`src/rtl/rc5_lamp_pkg.sv`:
```
package rc5_lamp_pkg;
  typedef enum logic {
    MODE_ARMED = 1'b0,
    MODE_HOLD  = 1'b1
  } mode_e;

  // clear the key-toggle bit (MSB) of a command word
  function automatic logic [6:0] strip_toggle(input logic [6:0] cmd);
    return {1'b0, cmd[5:0]};
  endfunction
endpackage

```
`src/rtl/rc5l_sync.sv`:
```
module rc5l_sync #(
  parameter int unsigned STAGES = 2,
  parameter logic        RST_VAL = 1'b1
) (
  input  logic clk_i,
  input  logic rst_ni,
  input  logic d_i,
  output logic q_o
);
  logic [STAGES-1:0] pipe_q;

  generate
    for (genvar i = 0; i < STAGES; i++) begin : g_stage
      always_ff @(posedge clk_i or negedge rst_ni) begin
        if (!rst_ni) pipe_q[i] <= RST_VAL;
        else if (i == 0) pipe_q[i] <= d_i;
        else pipe_q[i] <= pipe_q[(i == 0) ? 0 : i-1];
      end
    end
  endgenerate

  assign q_o = pipe_q[STAGES-1];
endmodule

```
`src/rtl/rc5l_pair_store.sv`:
```
module rc5l_pair_store #(
  parameter int unsigned     SYS_W   = 5,
  parameter int unsigned     CMD_W   = 7,
  parameter logic [SYS_W-1:0] DEF_SYS = '0,
  parameter logic [CMD_W-1:0] DEF_NUM = CMD_W'(4)
) (
  input  logic             clk_i,
  input  logic             por_ni,
  input  logic             we_i,
  input  logic [SYS_W-1:0] sys_i,
  input  logic [CMD_W-1:0] num_i,
  output logic [SYS_W-1:0] sys_o,
  output logic [CMD_W-1:0] num_o
);
  // only power-on clears: models non-volatile cells
  always_ff @(posedge clk_i or negedge por_ni) begin
    if (!por_ni) begin
      sys_o <= DEF_SYS;
      num_o <= DEF_NUM;
    end else if (we_i) begin
      sys_o <= sys_i;
      num_o <= num_i;
    end
  end
endmodule

```
`src/rtl/rc5l_toggle_fsm.sv`:
```
module rc5l_toggle_fsm
  import rc5_lamp_pkg::*;
#(
  parameter int unsigned SYS_W = 5,
  parameter int unsigned CMD_W = 7
) (
  input  logic             clk_i,
  input  logic             rst_ni,
  input  logic             valid_i,
  input  logic             fault_i,
  input  logic             learn_i,
  input  logic [SYS_W-1:0] sys_i,
  input  logic [CMD_W-1:0] num_i,
  input  logic [SYS_W-1:0] ref_sys_i,
  input  logic [CMD_W-1:0] ref_num_i,
  output logic             we_o,
  output logic             req_o,
  output logic             lamp_no,
  output logic             hold_o
);
  mode_e mode_q, mode_d;
  logic  frame_ok, hit;
  logic [SYS_W-1:0] cmp_sys;
  logic [CMD_W-1:0] cmp_num;

  assign frame_ok = valid_i && !fault_i;
  assign we_o     = frame_ok && learn_i && (mode_q == MODE_ARMED);
  // a frame being learned is matched against itself
  assign cmp_sys  = we_o ? sys_i : ref_sys_i;
  assign cmp_num  = we_o ? num_i : ref_num_i;
  assign hit      = frame_ok && (mode_q == MODE_ARMED) &&
                    (sys_i == cmp_sys) && (num_i == cmp_num);

  always_comb begin
    mode_d = mode_q;
    if (mode_q == MODE_ARMED) begin
      if (hit) mode_d = MODE_HOLD;
    end else if (fault_i) begin
      mode_d = MODE_ARMED;
    end
  end

  always_ff @(posedge clk_i or negedge rst_ni) begin
    if (!rst_ni) begin
      mode_q  <= MODE_ARMED;
      lamp_no <= 1'b1;
      req_o   <= 1'b1;
    end else begin
      mode_q <= mode_d;
      req_o  <= valid_i || fault_i;
      if (hit) lamp_no <= ~lamp_no;
    end
  end

  assign hold_o = (mode_q == MODE_HOLD);
endmodule

```
`src/rtl/rc5_lamp_ctrl.sv`:
```
module rc5_lamp_ctrl
  import rc5_lamp_pkg::*;
#(
  parameter int unsigned SYS_W       = 5,
  parameter int unsigned CMD_W       = 7,
  parameter int unsigned SYNC_STAGES = 2,
  parameter logic [SYS_W-1:0] DEF_SYS = '0,
  parameter logic [CMD_W-1:0] DEF_NUM = CMD_W'(4)
) (
  input  logic             clk_i,
  input  logic             rst_ni,
  input  logic             por_ni,
  input  logic             res_valid_i,
  input  logic             res_fault_i,
  input  logic [SYS_W-1:0] res_sys_i,
  input  logic [CMD_W-1:0] res_cmd_i,
  input  logic             learn_ni,
  output logic             req_o,
  output logic             lamp_no
);
  logic             rst_all_n, learn_n_s, we_w, hold_w;
  logic [CMD_W-1:0] cmd_m;
  logic [SYS_W-1:0] ref_sys;
  logic [CMD_W-1:0] ref_num;

  assign rst_all_n = rst_ni && por_ni;
  assign cmd_m     = strip_toggle(res_cmd_i);

  rc5l_sync #(.STAGES(SYNC_STAGES), .RST_VAL(1'b1)) u_sync (
    .clk_i (clk_i),
    .rst_ni(rst_all_n),
    .d_i   (learn_ni),
    .q_o   (learn_n_s)
  );

  rc5l_pair_store #(
    .SYS_W(SYS_W), .CMD_W(CMD_W), .DEF_SYS(DEF_SYS), .DEF_NUM(DEF_NUM)
  ) u_store (
    .clk_i (clk_i),
    .por_ni(por_ni),
    .we_i  (we_w),
    .sys_i (res_sys_i),
    .num_i (cmd_m),
    .sys_o (ref_sys),
    .num_o (ref_num)
  );

  rc5l_toggle_fsm #(.SYS_W(SYS_W), .CMD_W(CMD_W)) u_fsm (
    .clk_i    (clk_i),
    .rst_ni   (rst_all_n),
    .valid_i  (res_valid_i),
    .fault_i  (res_fault_i),
    .learn_i  (!learn_n_s),
    .sys_i    (res_sys_i),
    .num_i    (cmd_m),
    .ref_sys_i(ref_sys),
    .ref_num_i(ref_num),
    .we_o     (we_w),
    .req_o    (req_o),
    .lamp_no  (lamp_no),
    .hold_o   (hold_w)
  );
endmodule

```
`config.mk`:
```
export PLATFORM = sky130hd
export DESIGN_NAME = rc5_lamp_ctrl
export DESIGN_NICKNAME = d
export VERILOG_FILES = /design/src/rtl/rc5_lamp_pkg.sv /design/src/rtl/rc5l_sync.sv /design/src/rtl/rc5l_pair_store.sv /design/src/rtl/rc5l_toggle_fsm.sv /design/src/rtl/rc5_lamp_ctrl.sv
export SDC_FILE = /design/constraint.sdc
export NUM_CORES = 1
export LEC_CHECK = 0
export CAP_MARGIN = 20
export CORE_MARGIN = 2
export CORE_UTILIZATION = 59
export CTS_BUF_LIST = sky130_fd_sc_hd__clkbuf_16
export DETAILED_ROUTE_END_ITERATION = 6
export DONT_BUFFER_PORTS = 1
export PLACE_DENSITY = 0.73
export SKIP_LAST_GASP = 1
export SLEW_MARGIN = 30
export SYNTH_ARGS = -nofsm -noshare
export SYNTH_HDL_FRONTEND = slang
export SYNTH_SLANG_ARGS = --single-unit
```
`constraint.sdc`:
```
create_clock -name clk_i -period 1.8 [get_ports clk_i]
set_input_delay 0.18 -clock clk_i [delete_from_list [all_inputs] [get_ports clk_i]]
set_output_delay 0.18 -clock clk_i [all_outputs]
set_load 0.03 [all_outputs]
```
==> results of run 1 <==
## routing by layer
layer / share of wire [%] / up-vias / GRT usage (%)
li1: - / 222 / -
met1: 42 / 225 / 21.5
met2: 50 / 15 / 32.0
met3: 6.3 / 2 / 8.15
met4: 1.0 / 0 / 9.68
met5: 0 / - / 0
## cell type report
| type | count | share of cell area, % |
|---|---|---|
| flip-flops and latches | 17 | 45.7 |
| clock buffers | 3 | 7.95 |
| multi-input cells | 41 | 39.3 |
| inverters | 1 | 0.397 |
| repair buffers | 4 | 4.24 |
| clock inverters | 1 | 0.397 |
| well taps | 15 | 1.99 |
## per-stage QoR
stage / cell area, µm² / setup slack (ns) / hold slack [ns] / power, mW / instances
CTS: 935 / 0.169 / 0.00459 / 1.11 / 81
global placement: 826 / 0.178 / -0.115 / 0.656 / 74
global route: 945 / 0.113 / 0.0460 / 1.16 / 82
floorplan: 818 / 0.310 / -0.116 / 0.640 / 60
finish: 945 / 0.174 / 0.0518 / 1.10 / 82
detailed placement: 826 / 0.168 / -0.115 / 0.663 / 74
## state kept, by name (all words and copies together) (netlist names)
name and count:
u_fsm.hold_o 1, u_store.num_o 7, u_sync.q_o 1, u_store.sys_o 5, u_fsm.req_o 1, u_sync.pipe_q 1, u_fsm.lamp_no 1
## cell families (layout without fill, tap and decap cells)
family / Yosys count / after routing / synth area share [%]
AOI/OAI and AO/OA: 3 / 3 / 2.60
xor gates and xnor gates: 11 / 11 / 11.8
buffers and inverters: 2 / 9 / 1.83
DFF: 17 / 17 / 52.8
muxes: 11 / 11 / 15.1
and+or+nand+nor: 16 / 16 / 15.9
## what timing repair did
item	in CTS	in global routing
buffers inserted	0	0
hold buffers	3	1
setup endpoints to repair	0	0
endpoints found under the hold margin	14	1
## where the power goes
part | switching (mW) | leakage, nW | internal, mW
clock | 0.133 | 0.0423 | 0.294
combinational | 0.0828 | 0.154 | 0.0922
sequential | 0.0443 | 0.198 | 0.452
total | 0.260 | 0.394 | 0.838
## worst reg2reg max path, delay by kind of cell (launching register included)
family,cells,cell delay [ns]
simple gates,2,0.74
flops,1,0.39
mux,1,0.38
## cell usage in the layout (no fill, tap or decap), types with 2 or more instances in the layout
cell type,netlist,final
nor4_2,2,2
dfrtp_1,12,12
clkbuf_16,0,3
nand2_1,2,2
xor2_1,11,11
dfstp_2,5,5
inv_1,1,2
dlygate4sd3_1,0,4
or3_1,2,2
mux2_1,2,2
nor2_1,2,2
mux2_2,9,9
## final timing paths
| path | start | to | slack (ns) | depth (start not counted) |
|---|---|---|---|---|
| worst max-delay path | u_fsm.hold_o$_DFF_PN0_ | u_store.num_o[1]$_DFF_PN0_ | 0.17 | 3 |
| worst min-delay path | res_fault_i | u_fsm.req_o$_DFF_PN1_ | 0.05 | 1 |
| worst max register to register | u_fsm.hold_o$_DFF_PN0_ | u_store.num_o[1]$_DFF_PN0_ | 0.17 | 3 |
| min in group asynchronous | rst_ni | u_fsm.hold_o$_DFF_PN0_ | 0.33 | 2 |
| worst min register to register | u_sync.pipe_q[0]$_DFF_PN1_ | u_sync.q_o$_DFF_PN1_ | 0.36 | 0 |
| max in group asynchronous | por_ni | u_sync.q_o$_DFF_PN1_ | 0.73 | 2 |
==> flow_summary.toml, run 1 <==
[sta]
tightest_slew_ns = 0.584
max_freq_mhz = 615
hold_violations = 0
period_minus_slack_ns = 1.63
rsz0062_at_grt = "false"
finalSetupViolCount = 0
maxSlewViolCount = 0
period_share_pct = 90.3
fin_skew_ns = 0.00220
setup_tns_ns = 0
slew_headroom_pct = 60.9

[worst_setup_path]
path_max_fanout = 12
cp_num_buf_inv = 0
start_kind = "register"
required_ns = 1.93
crit_type = "reg2reg"
cpPeakStageDelay_ns = 0.44
cp_slowest_cell = "or3b_4"
crit_chain = "or3b_4, nor2_4, mux2_2"
crit_path_end_kind = "register"
critical_path.top_delay_family = "simple AND/OR/NAND/NOR gates"
worstPathArrival_ns = 1.75

[route]
wirelength_um = 1290
wire_per_inst_um = 15.8
drc = 0
detail-route-antenna-nets = 0
dr.pass1.iters = 4
vias_per_cell = 5.66
vias = 464
drt_iter0_markers = 10

[yosys]
netlist_top_cells_count = "12 x dfrtp_1, 11 x xor2_1, 9 x mux2_2"
synthMostInstantiatedCell = "dfrtp_1"
synth_cell_types = 22
synth_area_per_cell_um2 = 13.6
synth_top_area_share_pct = 36.7
synthCells = 60
synthFlopType = "dfrtp_1"
ys_seq_elements = 17
syn_nets = 78
yosys-top-cells-area = "dfrtp_1 37%, dfstp_2 16%, mux2_2 12%, xor2_1 12%, nor4_2 3.1%"
async_flop_share_pct = 100
yosysTopAreaCell = "dfrtp_1"
ys_warn_count = 0
syn-cell-area_um2 = 818
synth-seq-area-share_pct = 52.8
synth_edf_count = 0

[clocking]
numCtsBuffers = 3
cts_resized = 0
clock_path_buffers = 2
cts_tree = "built"
clkSlewWorstSetupHoldPaths_ns = 0.05
cts_root_buffer = "clkbuf_16"
cts.sinks = 17
clk_latency_ns = 0.24
htreeDepth = 1

[floorplan]
coreArea_um2 = 1300
die_area_um2 = 1700
initial_core_util_pct = 62.9
die_y_um = 41.2
die_w_um = 41.2
ioPinCount = 20
rows = 13

[run_status]
status = "completed"

[grt]
grt_pass1_wl_um = 1990
gr-total-overflow = 0
grt_max_degree = 14
antenna_found_initial = 0
grt_pass1_vias = 492
grt_usage_pct = 19.5

[hold_path]
hold_path_class = "in2reg"

[placement]
gp_congestion = 0.640
place.detailed.hpwl_um = 852
portBuffers = 0

[finish]
layout.area.seq_um2 = 432
antenna_cells = 0
fin_nets = 86
post-route-util_pct = 72.6
drive_above_1_share_pct = 35.8
area_growth_pct = 15.4
multi_input_area_um2 = 372
fillCellCount = 96

[run]
cap_violations = 0

[power]
cellPowerDensity_nw_per_um2 = 1160
leakage_nw = 0.394
max-vdd-ir-drop_mv = 0.853
Power figures use the tool's default switching activity.
==> inputs of run 2 (changes only) <==
--- a/config.mk
+++ b/config.mk
@@ -12,6 +12,7 @@
 export DETAILED_ROUTE_END_ITERATION = 6
 export DONT_BUFFER_PORTS = 1
 export PLACE_DENSITY = 0.73
+export SETUP_SLACK_MARGIN = 0.2
 export SKIP_LAST_GASP = 1
 export SLEW_MARGIN = 30
 export SYNTH_ARGS = -nofsm -noshare
==> flow_summary.toml, run 2 (synthesis gave the netlist of run 1 again) <==
[clocking]
clkSlewWorstSetupHoldPaths_ns = 0.05
clock_path_buffers = 2
cts.sinks = 17
numCtsBuffers = 3
htreeDepth = 1
cts_root_buffer = "clkbuf_16"
clk_latency_ns = 0.24
cts_tree = "built"
cts_resized = 0

[route]
wirelength_um = 1370
vias_per_cell = 5.66
drt_iter0_markers = 3
wl_met2_um = 674
detail-route-antenna-nets = 0
wire_per_inst_um = 16.5
wl_met1_um = 602
dr.pass1.iters = 2
drc = 0
top_layer = "met4"
vias = 470
wl_met3_um = 75

[sta]
period_minus_slack_ns = 1.53
period_share_pct = 84.9
slew_headroom_pct = 61.1
tightest_slew_ns = 0.581
setup_tns_ns = 0
max_freq_mhz = 655
worst_hold_slack_ns = 0.0520
fin_skew_ns = 0.00294
rsz0062_at_grt = "false"
maxSlewViolCount = 0
finalSetupViolCount = 0
hold_violations = 0

[finish]
largest_reg_flops = 7
antenna_cells = 0
biggestRegsByFlops = "u_store.num_o (7), u_store.sys_o (5)"
regMostFlops = "u_store.num_o"
fin_nets = 87
final_cell_mix = "12 x dfrtp_1, 11 x xor2_1, 9 x mux2_2"
drive_above_1_share_pct = 36.8
area_growth_pct = 17.9
final_common_cell = "dfrtp_1"

[worst_setup_path]
cp_slowest_cell = "or3b_4"
crit_path_end_kind = "register"
critical_path.top_delay_family = "simple AND/OR/NAND/NOR gates"
worstPathArrival_ns = 1.65
required_ns = 1.93
crit_chain = "or3b_4, nor2_4, buf_12, mux2_2"
path_max_fanout = 12
start_kind = "register"
cpPeakStageDelay_ns = 0.42
cp_num_buf_inv = 1
crit_type = "reg2reg"

[placement]
gp_congestion = 0.640
portBuffers = 0
place.detailed.hpwl_um = 852

[power]
p_seq_share_pct = 45.0
leakage_nw = 0.403
p_int_uw = 842
max-vdd-ir-drop_mv = 0.854
switchingPower_uw = 263
cellPowerDensity_nw_per_um2 = 1140
clkPwrFrac_pct = 38.8
comb_power_share_pct = 16.2
switching_share_pct = 23.8

[floorplan]
initial_core_util_pct = 62.9
ioPinCount = 20
coreArea_um2 = 1300
rows = 13
die_y_um = 41.2
die_area_um2 = 1700
die_w_um = 41.2

[hold_path]
hold_path_class = "in2reg"

[grt]
grt_pass1_wl_um = 2140
grt_max_degree = 14
gr-total-overflow = 0
grt_usage_pct = 21.1
grt_pass1_vias = 519
antenna_found_initial = 0

[run]
cap_violations = 0

[run_status]
status = "completed"
==> run 2: changes by cell type in the layout (fill, tap and decap cells not counted) <==
cell    delta
buf_12     +1
==> run 2: path summary, 6_finish.rpt <==
check                                           start                          to  slack, ns  cells past startpoint
max in group asynchronous                      por_ni        u_sync.q_o$_DFF_PN1_       0.74                      2
min in group asynchronous                      rst_ni      u_fsm.hold_o$_DFF_PN0_       0.33                      2
max                            u_fsm.hold_o$_DFF_PN0_  u_store.num_o[0]$_DFF_PN0_       0.27                      4
max reg2reg                    u_fsm.hold_o$_DFF_PN0_  u_store.num_o[0]$_DFF_PN0_       0.27                      4
min                                       res_fault_i       u_fsm.req_o$_DFF_PN1_       0.05                      1
min reg2reg                u_sync.pipe_q[0]$_DFF_PN1_        u_sync.q_o$_DFF_PN1_       0.36                      0
==> run 2: final cells by class <==
cell class	instances	area [µm²]
inverter	1	3.75
clock inverter	1	3.75
fill	96	337
clock buffer	3	75.1
multi-input combinational	41	372
timing repair buffer	5	60.1
sequential	17	432
tap	15	18.8
==> run 2: repair_timing <==
item,CTS,global route
gates cloned,0,0
hold buffers,3,1
hold endpoints to repair,14,1
endpoints found under the setup margin,10,10
buffers inserted,1,0
pin swaps,1,2
==> run 2: layer usage <==
metal  up-vias  GRT usage, %
li1        226             -
met1       228          23.2
met2        14          35.5
met3         2          8.15
met4         0          9.68
met5         -             0
==> run 2: through the flow <==
step	util, %	setup slack (ns)	instances	area (µm²)	total power, mW
floorplan	-	0.310	60	818	0.640
global placement	63.5	0.178	74	826	0.656
detailed placement	63.5	0.168	74	826	0.663
CTS	73.4	0.241	82	955	1.11
global route	74.1	0.224	83	965	1.16
finish	74.1	0.272	83	965	1.10
==> run 2: power by group through the flow <==
stage | logic [mW] | registers [mW] | clock network [mW]
floorplan | 0.144 | 0.495 | 0
global placement | 0.156 | 0.500 | 0
detailed placement | 0.160 | 0.503 | 0
CTS | 0.179 | 0.497 | 0.434
global route | 0.199 | 0.507 | 0.456
finish | 0.179 | 0.497 | 0.428
